$ cat src/rtl/vram_arb_pkg.sv
package vram_arb_pkg;

  // Source port of an access; also the encoding of the turn pointer.
  typedef enum logic {
    PORT_A = 1'b0,
    PORT_B = 1'b1
  } port_e;

endpackage

$ cat src/rtl/vram_req_capture.sv
// One port's front end: edge detection on both strobes, a one-entry
// holding register and a saturating overrun counter.
module vram_req_capture #(
  parameter int AW = 19,
  parameter int DW = 8,
  parameter int CW = 8
) (
  input  logic          clk,
  input  logic          rst_n,
  input  logic          we_i,
  input  logic          rd_i,
  input  logic [AW-1:0] addr_i,
  input  logic [DW-1:0] wdata_i,
  input  logic          grant_i,
  output logic          pend_o,
  output logic          pend_we_o,
  output logic [AW-1:0] pend_addr_o,
  output logic [DW-1:0] pend_wdata_o,
  output logic [CW-1:0] ovr_cnt_o
);

  localparam logic [CW-1:0] CNT_MAX = '1;

  logic          we_d_q, rd_d_q;
  logic          pend_q, pend_n;
  logic          kind_q, kind_n;
  logic [CW-1:0] cnt_q, cnt_n;
  logic [AW-1:0] addr_q;
  logic [DW-1:0] wdata_q;
  logic          we_edge, rd_edge, new_req, ovr;

  // Next state
  always_comb begin
    we_edge = we_i & ~we_d_q;
    rd_edge = rd_i & ~rd_d_q;
    new_req = we_edge | rd_edge;
    ovr     = new_req & pend_q & ~grant_i;

    pend_n = pend_q & ~grant_i;
    kind_n = kind_q;
    if (new_req) begin
      pend_n = 1'b1;
      kind_n = we_edge;            // a write edge wins over a read edge
    end

    cnt_n = cnt_q;
    if (ovr && (cnt_q != CNT_MAX)) begin
      cnt_n = cnt_q + 1'b1;
    end
  end

  // Control registers
  always_ff @(posedge clk or negedge rst_n) begin
    if (!rst_n) begin
      we_d_q <= 1'b0;
      rd_d_q <= 1'b0;
      pend_q <= 1'b0;
      kind_q <= 1'b0;
      cnt_q  <= '0;
    end else begin
      we_d_q <= we_i;
      rd_d_q <= rd_i;
      pend_q <= pend_n;
      kind_q <= kind_n;
      cnt_q  <= cnt_n;
    end
  end

  // Payload registers, loaded only on a new request
  always_ff @(posedge clk) begin
    if (new_req) begin
      addr_q  <= addr_i;
      wdata_q <= wdata_i;
    end
  end

  assign pend_o       = pend_q;
  assign pend_we_o    = kind_q;
  assign pend_addr_o  = addr_q;
  assign pend_wdata_o = wdata_q;
  assign ovr_cnt_o    = cnt_q;

  // a held request stays until the arbiter serves it
  p_hold_r2: assert property (@(posedge clk) disable iff (!rst_n)
    (pend_q && !grant_i) |=> pend_q);

  // an overwritten, unserved request bumps the counter by one
  p_overrun_r7: assert property (@(posedge clk) disable iff (!rst_n)
    (new_req && pend_q && !grant_i && (cnt_q != CNT_MAX)) |=>
      (cnt_q == $past(cnt_q) + 1'b1));

  // the counter saturates
  p_sat_r7: assert property (@(posedge clk) disable iff (!rst_n)
    (cnt_q == CNT_MAX) |=> (cnt_q == CNT_MAX));

endmodule

$ cat src/rtl/vram_grant_sel.sv
// Picks at most one pending port per clock; alternates under contention.
module vram_grant_sel
  import vram_arb_pkg::*;
(
  input  logic clk,
  input  logic rst_n,
  input  logic pend_a_i,
  input  logic pend_b_i,
  output logic gnt_a_o,
  output logic gnt_b_o
);

  port_e turn_q, turn_n;

  always_comb begin
    gnt_a_o = pend_a_i & (~pend_b_i | (turn_q == PORT_A));
    gnt_b_o = pend_b_i & (~pend_a_i | (turn_q == PORT_B));
    turn_n  = turn_q;
    if (gnt_a_o) begin
      turn_n = PORT_B;
    end else if (gnt_b_o) begin
      turn_n = PORT_A;
    end
  end

  always_ff @(posedge clk or negedge rst_n) begin
    if (!rst_n) begin
      turn_q <= PORT_A;
    end else begin
      turn_q <= turn_n;
    end
  end

endmodule

$ cat src/rtl/vram_rd_return.sv
// Carries a source tag alongside each read for LAT clocks and routes the
// returning byte with a ready strobe to the port that asked for it.
module vram_rd_return
  import vram_arb_pkg::*;
#(
  parameter int LAT = 2,
  parameter int DW  = 8
) (
  input  logic          clk,
  input  logic          rst_n,
  input  logic          iss_rd_i,
  input  port_e         iss_src_i,
  input  logic [DW-1:0] ram_rdata_i,
  output logic          rdy_a_o,
  output logic          rdy_b_o,
  output logic [DW-1:0] rdata_a_o,
  output logic [DW-1:0] rdata_b_o
);

  localparam int NPORT = 2;

  logic [LAT-1:0] vld_q, vld_n;
  logic [LAT-1:0] src_q, src_n;
  logic           tag_vld;
  logic           tag_src;

  always_comb begin
    vld_n = (vld_q << 1) | LAT'(iss_rd_i);
    src_n = (src_q << 1) | LAT'(iss_src_i);
  end

  always_ff @(posedge clk or negedge rst_n) begin
    if (!rst_n) begin
      vld_q <= '0;
      src_q <= '0;
    end else begin
      vld_q <= vld_n;
      src_q <= src_n;
    end
  end

  assign tag_vld = vld_q[LAT-1];
  assign tag_src = src_q[LAT-1];

  for (genvar p = 0; p < NPORT; p++) begin : g_port
    logic          hit;
    logic          rdy_r;
    logic [DW-1:0] dat_r;

    assign hit = tag_vld && (tag_src == 1'(p));

    always_ff @(posedge clk or negedge rst_n) begin
      if (!rst_n) begin
        rdy_r <= 1'b0;
      end else begin
        rdy_r <= hit;
      end
    end

    always_ff @(posedge clk) begin
      if (hit) begin
        dat_r <= ram_rdata_i;
      end
    end
  end

  assign rdy_a_o   = g_port[0].rdy_r;
  assign rdy_b_o   = g_port[1].rdy_r;
  assign rdata_a_o = g_port[0].dat_r;
  assign rdata_b_o = g_port[1].dat_r;

endmodule

$ cat src/rtl/vram_arbiter.sv
module vram_arbiter
  import vram_arb_pkg::*;
#(
  parameter int AW     = 19,
  parameter int DW     = 8,
  parameter int RD_LAT = 2,
  parameter int OVR_W  = 8
) (
  input  logic             clk,
  input  logic             rst_n,
  input  logic [AW-1:0]    a_addr,
  input  logic [DW-1:0]    a_wdata,
  input  logic             a_we,
  input  logic             a_rd,
  output logic [DW-1:0]    a_rdata,
  output logic             a_rdy,
  output logic [OVR_W-1:0] a_ovr_cnt,
  input  logic [AW-1:0]    b_addr,
  input  logic [DW-1:0]    b_wdata,
  input  logic             b_we,
  input  logic             b_rd,
  output logic [DW-1:0]    b_rdata,
  output logic             b_rdy,
  output logic [OVR_W-1:0] b_ovr_cnt,
  output logic [AW-1:0]    ram_addr,
  output logic [DW-1:0]    ram_wdata,
  output logic             ram_we,
  input  logic [DW-1:0]    ram_rdata
);

  logic          pend_a, pend_b;
  logic          pa_we, pb_we;
  logic [AW-1:0] pa_addr, pb_addr;
  logic [DW-1:0] pa_wdata, pb_wdata;
  logic          gnt_a, gnt_b;

  logic          fire;
  logic          sel_we;
  logic [AW-1:0] sel_addr;
  logic [DW-1:0] sel_wdata;

  logic          we_q, we_n;
  logic          rd_q, rd_n;
  port_e         src_q, src_n;
  logic [AW-1:0] addr_q;
  logic [DW-1:0] wdata_q;

  vram_req_capture #(.AW(AW), .DW(DW), .CW(OVR_W)) u_cap_a (
    .clk          (clk),
    .rst_n        (rst_n),
    .we_i         (a_we),
    .rd_i         (a_rd),
    .addr_i       (a_addr),
    .wdata_i      (a_wdata),
    .grant_i      (gnt_a),
    .pend_o       (pend_a),
    .pend_we_o    (pa_we),
    .pend_addr_o  (pa_addr),
    .pend_wdata_o (pa_wdata),
    .ovr_cnt_o    (a_ovr_cnt)
  );

  vram_req_capture #(.AW(AW), .DW(DW), .CW(OVR_W)) u_cap_b (
    .clk          (clk),
    .rst_n        (rst_n),
    .we_i         (b_we),
    .rd_i         (b_rd),
    .addr_i       (b_addr),
    .wdata_i      (b_wdata),
    .grant_i      (gnt_b),
    .pend_o       (pend_b),
    .pend_we_o    (pb_we),
    .pend_addr_o  (pb_addr),
    .pend_wdata_o (pb_wdata),
    .ovr_cnt_o    (b_ovr_cnt)
  );

  vram_grant_sel u_sel (
    .clk      (clk),
    .rst_n    (rst_n),
    .pend_a_i (pend_a),
    .pend_b_i (pend_b),
    .gnt_a_o  (gnt_a),
    .gnt_b_o  (gnt_b)
  );

  // Issue stage: next state
  always_comb begin
    fire      = gnt_a | gnt_b;
    sel_we    = gnt_b ? pb_we    : pa_we;
    sel_addr  = gnt_b ? pb_addr  : pa_addr;
    sel_wdata = gnt_b ? pb_wdata : pa_wdata;

    we_n  = fire & sel_we;
    rd_n  = fire & ~sel_we;
    src_n = gnt_b ? PORT_B : PORT_A;
  end

  always_ff @(posedge clk or negedge rst_n) begin
    if (!rst_n) begin
      we_q  <= 1'b0;
      rd_q  <= 1'b0;
      src_q <= PORT_A;
    end else begin
      we_q  <= we_n;
      rd_q  <= rd_n;
      src_q <= src_n;
    end
  end

  always_ff @(posedge clk) begin
    if (fire) begin
      addr_q  <= sel_addr;
      wdata_q <= sel_wdata;
    end
  end

  assign ram_we    = we_q;
  assign ram_addr  = addr_q;
  assign ram_wdata = wdata_q;

  vram_rd_return #(.LAT(RD_LAT), .DW(DW)) u_ret (
    .clk         (clk),
    .rst_n       (rst_n),
    .iss_rd_i    (rd_q),
    .iss_src_i   (src_q),
    .ram_rdata_i (ram_rdata),
    .rdy_a_o     (a_rdy),
    .rdy_b_o     (b_rdy),
    .rdata_a_o   (a_rdata),
    .rdata_b_o   (b_rdata)
  );

  // under contention the loser is served on the very next clock
  p_alt_a_r6: assert property (@(posedge clk) disable iff (!rst_n)
    (pend_a && pend_b && gnt_a) |=> gnt_b);
  p_alt_b_r6: assert property (@(posedge clk) disable iff (!rst_n)
    (pend_a && pend_b && gnt_b) |=> gnt_a);

  // the RAM write enable rises only after a grant
  p_fresh_r2: assert property (@(posedge clk) disable iff (!rst_n)
    ram_we |-> $past(gnt_a || gnt_b));

  // nothing held means no RAM write on the next clock
  p_idle_r2: assert property (@(posedge clk) disable iff (!rst_n)
    (!pend_a && !pend_b) |=> !ram_we);

endmodule

$ cat config.mk
export PLATFORM = sky130hd
export DESIGN_NAME = vram_arbiter
export DESIGN_NICKNAME = d
export VERILOG_FILES = /design/src/rtl/vram_arb_pkg.sv /design/src/rtl/vram_req_capture.sv /design/src/rtl/vram_grant_sel.sv /design/src/rtl/vram_rd_return.sv /design/src/rtl/vram_arbiter.sv
export SDC_FILE = /design/constraint.sdc
export NUM_CORES = 1
export LEC_CHECK = 0
export ABC_AREA = 0
export BUFFER_PORTS_ARGS = -buffer_cell sky130_fd_sc_hd__buf_2
export CORE_MARGIN = 8
export CORE_UTILIZATION = 46
export CTS_CLUSTER_SIZE = 30
export DETAILED_ROUTE_END_ITERATION = 6
export GPL_ROUTABILITY_DRIVEN = 0
export PLACE_DENSITY = 0.86
export RECOVER_POWER = 25
export SLEW_MARGIN = 20
export SYNTH_ARGS = -nofsm -noshare
export SYNTH_HDL_FRONTEND = slang
export SYNTH_SLANG_ARGS = --single-unit
$ cat constraint.sdc
create_clock -name clk -period 1.4 [get_ports clk]
set_input_delay 0.14 -clock clk [delete_from_list [all_inputs] [get_ports clk]]
set_output_delay 0.14 -clock clk [all_outputs]
set_load 0.02 [all_outputs]
# Word-level counts from Yosys, hierarchy flattened
# Cells that the tools add are included.
[op_classes]
add_sub_neg = 2
n_lt_le_gt_ge = 0
shifts = 0
eq_ne = 2
reduce_logical = 5
n_mul = 0
bitwise = 32
muxes = 8
div_mod_pow = 0
[op_table]
columns = ["cell", "n"]
rows = [
  ["$mux W19", 1],
  ["$add A8 B1 Y8 const B", 2],
  ["$ne A8 B8 Y1 const B", 2],
  ["$and A1 B1 Y1", 14],
  ["$not A1 Y1", 11],
  ["$mux W8", 1],
  ["$mux W1", 6],
  ["$or A1 B1 Y1", 5],
  ["$logic_and A1 B1 Y1", 4],
  ["$or A2 B1 Y2", 2],
  ["$reduce_bool A2 Y1", 1],
]
[word_totals]
mem_bits_rw = 0
mem_count = 0
rom_bits = 0
reg_bits = 131
input_bits = 68
out_inout_bits = 62
word_cells = 75
latch_bits = 0

# Longest topological paths before layout
# Gate-level depths: netlist of run 1.
[logic_depth]
ltp_word = 6
ltp_mapped = 5
ltp_nobuf = 5

# By module
# Synthesis of run 1 repeated with hierarchy kept, for this count alone.
[hier_totals]
cells_unflattened = 254
hier_area_um2 = 4907.2
[by_module_without_submodules]
columns = ["module", "n_inst", "area_per_inst_um2", "cells_each", "seq_area_each_um2"]
rows = [
  ["vram_req_capture", 2, 1473.9, 79, 1111.1],
  ["vram_arbiter", 1, 1258.7, 66, 885.8],
  ["vram_rd_return", 1, 646.9, 24, 630.6],
  ["vram_grant_sel", 1, 53.8, 6, 25.0],
]

# Worst setup path after synthesis of run 1
# No wires, ideal clock.
[synth_path]
path_type = "register to register"
start = "reg u_cap_b.cnt_q[5], in the netlist u_cap_b.ovr_cnt_o[5]"
end = "reg u_cap_b.cnt_q[1], in the netlist u_cap_b.ovr_cnt_o[1]"
t_arrival_ns = 1.508
required_time_ns = 1.275
setup_time_ns = 0.125
path_stages_with_launch = 6
path_slack_ns = -0.233
period_less_slack_ns = 1.633
cell_sequence = "dfrtp_1 and4_1 and4_1 buf_6 nor2_1 mux2_4"
[synth_via]
elab_chain_len = 2
[synth_rtl]
columns = ["element", "line_no", "rtl"]
rows = [
  ["from (decl)", "vram_req_capture.sv:27", "logic [CW-1:0] cnt_q, cnt_n;"],
  ["from (signal assigned)", "vram_req_capture.sv:65", "cnt_q <= cnt_n;"],
  ["$ne A8 B8 Y1", "vram_req_capture.sv:47", "if (ovr && (cnt_q != CNT_MAX)) begin"],
  ["$logic_and A1 B1 Y1", "vram_req_capture.sv:47", ""],
]
# Every way passes these cells.
# A chain may end at the register's enable or synchronous reset.

# Final worst setup path of run 1
[layout_path]
start = "reg u_sel.turn_q"
end = "reg addr_q[7], in the netlist ram_addr[7], data pin"
[layout_via]
elab_chain_len = 3
[layout_rtl]
columns = ["element", "line_no", "rtl"]
rows = [
  ["from (decl)", "vram_grant_sel.sv:13", "port_e turn_q, turn_n;"],
  ["from (signal assigned)", "vram_grant_sel.sv:30", "turn_q <= turn_n;"],
  ["$or A1 B1 Y1", "vram_grant_sel.sv:17", "gnt_b_o = pend_b_i & (~pend_a_i | (turn_q == PORT_B));"],
  ["$and A1 B1 Y1", "vram_grant_sel.sv:17", ""],
  ["$mux W19", "vram_arbiter.sv:91", "sel_addr = gnt_b ? pb_addr : pa_addr;"],
  ["net sel_addr[7]", "vram_arbiter.sv:39", "logic [AW-1:0] sel_addr;"],
  ["to (signal assigned)", "vram_arbiter.sv:113", "addr_q <= sel_addr;"],
  ["to (decl)", "vram_arbiter.sv:45", "logic [AW-1:0] addr_q;"],
]
# The timed path passes the listed nets, and every way through them passes these cells.

==> results of run 1 <==
[kinds of logic (layout without fill, tap and decap cells)]
| kind of cell | count (synthesis) | count (layout) | synth area share |
|---|---|---|---|
| compound gates | 3 | 3 | 0.005914 |
| xor+xnor | 12 | 12 | 0.02259 |
| fa+ha+maj | 2 | 2 | 0.005377 |
| buf+inv | 7 | 269 | 0.008605 |
| flops | 131 | 131 | 0.8088 |
| mux | 32 | 32 | 0.07798 |
| simple gates | 50 | 50 | 0.07072 |
[report_power, final]
group | switching, W | total [W] | internal, W
Sequential | 0.000358 | 0.00535 | 0.00499
Combinational | 0.00174 | 0.00323 | 0.00149
Clock | 0.00180 | 0.00406 | 0.00226
Total | 0.00390 | 0.0126 | 0.00874
[timing repair]
action | CTS | global route
gates resized for setup | 16 | 20
setup endpoints to repair | 39 | 48
endpoints found under the hold margin | 108 | 0
hold buffers | 68 | 0
gates cloned | 1 | 1
setup buffers | 6 | 2
pin swaps | 11 | 13
[cell type report]
type | instances | area, um^2 | area share
multi-input combinational | 99 | 1085 | 0.1487
clock buffer | 17 | 414.1 | 0.05676
timing repair buffer | 234 | 1709 | 0.2342
sequential | 131 | 3776 | 0.5175
clock inverter | 15 | 135.1 | 0.01852
tap | 133 | 166.4 | 0.02281
inverter | 3 | 11.26 | 0.001543
[layer usage]
layer  wire [um]  GRT usage  up-vias
met3         631    0.04240       19
met4         313    0.07082        0
met5           0          0        -
li1            -          -     1394
met1        4264     0.1786     1490
met2        6454     0.3209      101
[critical path, stage by stage, from the launching register on]
cell	delay, ns
dfrtp_1	0.42
nand2b_4	0.17
nand2_4	0.14
buf_16	0.17
mux2_2	0.35
[synth_stat cells]
library cell	instances	area share
nor4_4	1	0.0046
mux2_2	30	0.073
buf_6	1	0.0024
buf_4	1	0.0016
edfxtp_1	97	0.63
nor3_1	5	0.0054
inv_1	3	0.0024
nand3_1	7	0.0075
nand3b_1	1	0.0016
a21o_1	1	0.0016
a21o_4	1	0.0032
and4_1	2	0.0038
mux2i_1	1	0.0022
buf_2	2	0.0022
nor2b_1	1	0.0013
nor4b_4	2	0.010
ha_1	2	0.0054
mux2_4	1	0.0032
and2_1	2	0.0027
nor2_1	4	0.0032
nand4_1	1	0.0013
o21ai_0	1	0.0011
nor3_4	1	0.0035
nor3b_1	2	0.0032
dfrtp_1	34	0.18
nor4_1	2	0.0027
xor2_1	12	0.023
nand2b_1	6	0.0081
nand2_1	12	0.0097
nand2b_2	1	0.0019
[worst max path at each step]
stage                      endpoint  slack [ns]  cells past startpoint                 start
3_3_place_gp   u_cap_b.ovr_cnt_o[1]       -0.08                      4  u_cap_b.ovr_cnt_o[3]
4_1_cts        u_cap_b.ovr_cnt_o[4]       -0.09                      5          u_sel.turn_q
2_1_floorplan  u_cap_b.ovr_cnt_o[1]       -0.08                      5  u_cap_b.ovr_cnt_o[0]
5_1_grt        u_cap_b.ovr_cnt_o[1]       -0.13                      5          u_sel.turn_q
6_report                ram_addr[7]        -0.1                      4          u_sel.turn_q
3_5_place_dp   u_cap_b.ovr_cnt_o[1]       -0.14                      4  u_cap_b.ovr_cnt_o[3]
[per-stage QoR]
stage / utilization / setup TNS (ns)
floorplan: - / -0.3400
global placement: 0.5915 / -0.8313
global route: 0.7431 / -4.045
finish: 0.7431 / -2.290
CTS: 0.7310 / -1.281
detailed placement: 0.5915 / -2.423
==> flow_summary.json, run 1 <==
{
  "status": "complete, but fails checks",
  "violations": "setup timing",
  "die_w_um": 116.6,
  "placed_area_um2": 5808,
  "postRouteAntennaNets": 0,
  "boundaryPins": 130,
  "whs_ns": 0.3414,
  "grt_pass1_vias": 3284,
  "slew_headroom": 0.5623,
  "grt_max_degree": 28,
  "fin_crit_ns": 1.496,
  "drcViolationCount": 0,
  "hp-start": "b_we",
  "tightest_slew_ns": 0.6565,
  "fp.dieH_um": 116.6,
  "synth_cells": 237,
  "clockBufferDepth": 2,
  "clk_latency_ns": 0.50,
  "p_per_area_nw_per_um2": 1732,
  "skew_ns": 0.01148,
  "grt_pass1_wl_um": 16930,
  "path_class": "flip-flop to flip-flop",
  "post-route-period-util": 1.069,
  "ys_types": 30,
  "final_area_um2": 7297,
  "h-tree-depth": 4,
  "start_kind": "flip-flop",
  "antenna_found_initial": 0,
  "track_usage": 0.1712,
  "num_rows": 36,
  "cts_root_buf": "clkbuf_8",
  "area_growth_pct": 56.82,
  "die-area_um2": 13590,
  "num_vias": 3004,
  "final_cell_mix": "buf_2 (115), edfxtp_1 (97), dlygate4sd3_1 (68), buf_4 (26), dfrtp_1 (24)",
  "layout-drive-gt1-share": 0.5170,
  "final_nets": 556,
  "dp_cells": 522,
  "dp_slack_ns": -0.1359,
  "synth-seq-cells": 131,
  "vias_per_cell": 4.753,
  "port_buffers": 129,
  "hold_depth": 2,
  "final_max_slew_viol_count": 0,
  "clkTransAtPathRegs_ns": 0.06,
  "first_pass_iters": 4,
  "grt-ovfl-total": 0,
  "p_total_w": 0.01264,
  "synth_nets": 307,
  "dr.first_iter.drc_count": 165,
  "setup_violations": 36,
  "crit_required_ns": 1.65,
  "avgSynthCellArea_um2": 19.63,
  "numCtsBuffers": 17,
  "drv_cap": 0,
  "clock-sinks": 131,
  "nFillCells": 626,
  "wl_um": 11660,
  "worst_setup_path_end_kind": "flip-flop",
  "reg2reg_slack_ns": -0.1,
  "hold_end": "u_cap_b.we_d_q",
  "seq_area_frac_synth": 0.8088,
  "reg2reg_depth": 4,
  "final-hold-violation-count": 0,
  "r2r-end": "ram_addr[7]",
  "final_common_cell": "buf_2",
  "wl_per_cell_um": 18.46,
  "antenna_cells": 0,
  "fmax_mhz": 668.3,
  "critPathMaxFanout": 11,
  "cp_data_arrival_time_ns": 1.74,
  "yosysWarnings": 0,
  "start_util": 0.4739,
  "netlist_area_um2": 4653,
  "stdcell_count": 632,
  "r2r_start": "u_sel.turn_q",
  "ir_worst_vdd_v": 0.0009499,
  "design.core.area_um2": 9819,
  "cts_tree": "yes",
  "hp-class": "primary input to flip-flop",
  "power.leakage_nw": 3.032,
  "grt_setup_unrepaired": "true",
  "fin_ws_ns": -0.09629,
  "dp.final_hpwl_um": 6795
}
No activity file was read; power rests on OpenSTA's default activity.
==> run 2, diff against run 1 <==
Settings changed: REMOVE_ABC_BUFFERS set to 1.
==> flow_summary.json, run 2 (synthesis results as in run 1) <==
{
  "grt-busiest-layer": "met2",
  "hp-class": "primary input to asynchronous set/reset pin",
  "drcViolationCount": 0,
  "grt.met2_usage": 0.3382,
  "port_buffers": 129,
  "grt-ovfl-total": 0,
  "met3_usage": 0.04085,
  "numCtsBuffers": 17,
  "tightest_slew_ns": 0.4275,
  "p_comb_frac": 0.274,
  "placed_area_um2": 5734,
  "crit_required_ns": 1.64,
  "worst_setup_path_end_kind": "flip-flop",
  "die-area_um2": 13590,
  "fin_tns_setup_ns": -1.699,
  "start_kind": "flip-flop",
  "area_growth_pct": 59.59,
  "power_switching_w": 0.003764,
  "clkTransAtPathRegs_ns": 0.06,
  "grt_setup_unrepaired": "true",
  "status": "complete, but fails checks",
  "fin_crit_ns": 1.489,
  "switching_share": 0.2889,
  "ir_worst_vdd_v": 0.001077,
  "final_area_um2": 7426,
  "antenna_cells": 0,
  "stdcell_count": 639,
  "design.core.area_um2": 9819,
  "antenna_found_initial": 0,
  "power.share.clock": 0.319,
  "p_per_area_nw_per_um2": 1754,
  "layout-drive-gt1-share": 0.4980,
  "dp_slack_ns": -0.1346,
  "final_cell_mix": "buf_2 (115), edfxtp_1 (97), dlygate4sd3_1 (67), dfrtp_1 (33)",
  "num_vias": 3015,
  "final_max_slew_viol_count": 0,
  "violations": "setup timing",
  "num_rows": 36,
  "final_common_cell": "buf_2",
  "postRouteAntennaNets": 0,
  "die_w_um": 116.6,
  "vias_per_cell": 4.718,
  "path_class": "flip-flop to flip-flop",
  "final_nets": 564,
  "seqPwrFrac": 0.407,
  "wl_per_cell_um": 18.76,
  "dp.final_hpwl_um": 6855,
  "dr.first_iter.drc_count": 175,
  "met1_usage": 0.1723,
  "crit_path_cell_trace": "nand2b_4 -> nand2_4 -> buf_12 -> clkbuf_16 -> mux2_4",
  "cpLargestDelayFamily": "flip-flops",
  "start_util": 0.4739,
  "grt_pass1_wl_um": 17370,
  "fp.dieH_um": 116.6,
  "clockBufferDepth": 2,
  "power.leakage_nw": 3.176,
  "wl_um": 11990,
  "fin_ws_ns": -0.08929,
  "slew_headroom": 0.7150,
  "dp_cells": 528,
  "track_usage": 0.1749,
  "setup_violations": 39,
  "first_pass_iters": 4,
  "skew_ns": 0.01133,
  "grt_pass1_vias": 3297,
  "final-hold-violation-count": 0,
  "boundaryPins": 130,
  "clock-sinks": 131,
  "cts_tree": "yes",
  "slowest_delay_ns": 0.40,
  "drv_cap": 0,
  "fmax_mhz": 671.5,
  "path_buf_inv": 2,
  "cp_data_arrival_time_ns": 1.73,
  "internal_power_w": 0.009265,
  "critPathSlowestCell": "dfrtp_1",
  "post-route-period-util": 1.064,
  "cts_root_buf": "clkbuf_8",
  "h-tree-depth": 4,
  "critPathMaxFanout": 6,
  "clk_latency_ns": 0.50,
  "grt_max_degree": 35
}
[run 2: changes by cell type in the layout (fill, tap and decap cells not counted), sizes merged]
| cell | previous run | this run |
|---|---|---|
| buf | 153 | 163 |
| inv | 14 | 7 |
| clkinv | 2 | 6 |
| bufinv | 0 | 2 |
| clkbuf | 30 | 29 |
| dlygate4sd3 | 68 | 67 |
[run 2: layout make-up]
cell class	count	area, um^2
fill	606	2394
tap	133	166.4
inverter	3	11.26
multi-input combinational	99	1089
timing repair buffer	242	1829
sequential	131	3765
clock inverter	14	151.4
clock buffer	17	414.1
[run 2: metrics by stage]
stage	hold slack, ns	utilization	power (W)
final	0.2064	0.7562	0.01303
after global routing	0.2273	0.7562	0.01353
after CTS	0.1862	0.7383	0.01275
after detailed placement	0.1979	0.5840	0.007996
after global placement	0.1940	0.5840	0.007881
after floorplan	-0.1556	-	0.006740
[run 2: final timing paths]
path | startpoint | to | slack, ns | depth (start not counted)
setup / recovery | u_sel.turn_q | ram_wdata[4] | -0.09 | 5
hold / removal | rst_n | u_cap_a.ovr_cnt_o[0] | 0.21 | 3
setup reg to reg | u_sel.turn_q | ram_wdata[4] | -0.09 | 5
hold reg to reg | u_ret.vld_q[0] | u_ret.vld_q[1] | 0.35 | 0
max in group asynchronous | rst_n | u_cap_b.pend_o | 0.86 | 3
min in group clk | a_we | u_cap_a.we_d_q | 0.33 | 2
[run 2: tightest hold or removal path: cells and delay by family]
kind / cells / cell delay [ns]
buffers and inverters: 3 / 0.99
[run 2: metal layers]
layer / vias to the layer above / routed length [um]
li1: 1408 / -
met1: 1474 / 4177
met2: 115 / 6816
met3: 18 / 713
met4: 0 / 278
met5: - / 0
[run 2: power by group through the flow]
stage               sequential [W]  combinational [W]  clock (W)
global route               0.00536            0.00376    0.00440
floorplan                  0.00595           0.000794          0
detailed placement         0.00530            0.00270          0
CTS                        0.00525            0.00329    0.00422
finish                     0.00530            0.00357    0.00416
global placement           0.00525            0.00263          0
[run 2: what timing repair did]
item	CTS	global route
setup buffers	7	3
hold buffers	67	0
endpoints found under the setup margin	41	43
gates cloned	2	1
resized for setup	39	34
pin swaps	15	6
hold endpoints to repair	110	0
==> run 3, diff against run 2 <==
Settings changed: BUFFER_PORTS_ARGS -buffer_cell sky130_fd_sc_hd__buf_2 to unset, CORE_UTILIZATION 46 to 56, DONT_BUFFER_PORTS set to 1, PLACE_DENSITY 0.86 to 0.85.
==> flow_summary.json, run 3 (synthesis results as in run 1) <==
{
  "status": "complete, but fails checks",
  "violations": "setup timing",
  "hold_end": "u_cap_a.we_d_q",
  "final_nets": 435,
  "drv_cap": 0,
  "start_kind": "flip-flop",
  "p_total_w": 0.01221,
  "start_util": 0.5721,
  "die_w_um": 107.2,
  "first_pass_iters": 4,
  "numCtsBuffers": 17,
  "whs_ns": 0.2215,
  "area_growth_pct": 43.86,
  "nFillCells": 372,
  "post-route-period-util": 1.136,
  "crit_required_ns": 1.82,
  "r2r-end": "u_cap_b.ovr_cnt_o[7]",
  "cpLargestDelayFamily": "simple AND/OR/NAND/NOR gates",
  "clkTransAtPathRegs_ns": 0.06,
  "grt_max_degree": 35,
  "num_rows": 33,
  "final_max_slew_viol_count": 0,
  "clk_latency_ns": 0.51,
  "drcViolationCount": 0,
  "reg2reg_slack_ns": -0.19,
  "grt-ovfl-total": 0,
  "boundaryPins": 130,
  "dp.final_hpwl_um": 6097,
  "slowest_delay_ns": 0.41,
  "design.core.area_um2": 8134,
  "cp_data_arrival_time_ns": 2.01,
  "crit_path_cell_trace": "nand3b_1 -> a21o_4 -> buf_6 -> nor4b_4 -> xor2_1",
  "path_class": "flip-flop to flip-flop",
  "final-hold-violation-count": 0,
  "wl_per_cell_um": 24.40,
  "cts_tree": "yes",
  "clockBufferDepth": 2,
  "ir_worst_vdd_v": 0.001132,
  "vias_per_cell": 5.424,
  "fin_ws_ns": -0.1905,
  "critPathMaxFanout": 4,
  "p_per_area_nw_per_um2": 1824,
  "tightest_slew_ns": 0.9076,
  "hp-class": "primary input to flip-flop",
  "track_usage": 0.2101,
  "fin_util": 0.8230,
  "worst_setup_path_end_kind": "flip-flop",
  "h-tree-depth": 4,
  "setup_violations": 40,
  "critPathSlowestCell": "dfrtp_1",
  "port_buffers": 0,
  "grt_pass1_wl_um": 17500,
  "fmax_mhz": 628.7,
  "path_buf_inv": 1,
  "slew_headroom": 0.3949,
  "reg2reg_depth": 5,
  "final_common_cell": "edfxtp_1",
  "wl_um": 11810,
  "grt_pass1_vias": 2897,
  "r2r_start": "u_sel.turn_q",
  "dr.first_iter.drc_count": 126,
  "hold_depth": 1,
  "clock-sinks": 131,
  "die-area_um2": 11480,
  "grt_setup_unrepaired": "true",
  "cts_root_buf": "clkbuf_8",
  "final_cell_mix": "edfxtp_1 (97), dlygate4sd3_1 (67), dfrtp_1 (34), buf_4 (30), mux2_4 (29)",
  "dp_slack_ns": -0.1019,
  "layout-drive-gt1-share": 0.3519,
  "power.leakage_nw": 2.640,
  "fp.dieH_um": 107.2,
  "num_vias": 2625,
  "postRouteAntennaNets": 0,
  "antenna_found_initial": 1,
  "skew_ns": 0.006735,
  "hp-start": "a_we",
  "fin_crit_ns": 1.591
}
[run 3: cell count changes in the layout (fill, tap and decap cells not counted), sizes merged]
cell,previous run,this run
buf,163,44
bufinv,2,0
clkbuf,29,19
clkinvlp,2,6
diode,0,1
inv,7,6
[run 3: routing by layer]
layer  vias up  track usage  wire [um]
met3        15      0.07139        703
met5         -            0          0
met1      1348       0.2261       4345
li1       1150            -          -
met2       112       0.3676       6492
met4         0      0.09045        266
[run 3: metrics by stage]
step / area, um^2 / std cells / setup TNS (ns)
global route: 6694 / 484 / -4.682
global placement: 5059 / 370 / -1.696
detailed placement: 5059 / 370 / -3.005
CTS: 6554 / 477 / -1.367
finish: 6694 / 484 / -2.875
floorplan: 4624 / 233 / -19.44
[run 3: cell type report]
type,instances,area (um^2),area share
sequential,131,3764,0.5622
timing repair buffer,113,1169,0.1746
multi-input combinational,99,1092,0.1632
clock buffer,17,414.1,0.06187
tap,105,131.4,0.01963
clock inverter,15,110.1,0.01645
inverter,3,11.26,0.001682
antenna,1,2.502,0.0003738
[run 3: repair_timing]
| action | CTS | global route |
|---|---|---|
| resized for setup | 50 | 20 |
| endpoints found under the hold margin | 112 | 0 |
| pin swaps | 12 | 7 |
| hold buffers | 68 | 0 |
| cloned | 2 | 1 |
| buffers inserted | 5 | 7 |
| setup endpoints to repair | 40 | 45 |
[run 3: how the worst max path moves through the flow]
stage              startpoint              endpoint  slack (ns)  cells past startpoint
2_1_floorplan    u_sel.turn_q           ram_addr[0]       -0.42                      3
3_3_place_gp     u_sel.turn_q           ram_addr[0]       -0.07                      4
3_5_place_dp     u_sel.turn_q  u_cap_b.ovr_cnt_o[6]       -0.10                      4
4_1_cts        u_cap_a.pend_o  u_cap_a.ovr_cnt_o[6]       -0.07                      4
5_1_grt          u_sel.turn_q  u_cap_b.ovr_cnt_o[7]       -0.26                      5
6_report         u_sel.turn_q  u_cap_b.ovr_cnt_o[7]       -0.19                      5
[run 3: worst reg2reg max path, delay by kind of cell, from the launching register on]
family                 cells  cell delay [ns]
AO/OA/AOI/OAI              1             0.24
flip-flops                 1             0.41
XOR/XNOR                   1             0.21
AND/OR/NAND/NOR            2             0.51
buffers and inverters      1             0.13
[run 3: power breakdown]
part	internal (W)	switching [W]
Combinational	0.00128	0.00127
Sequential	0.00500	0.000805
Clock	0.00218	0.00168
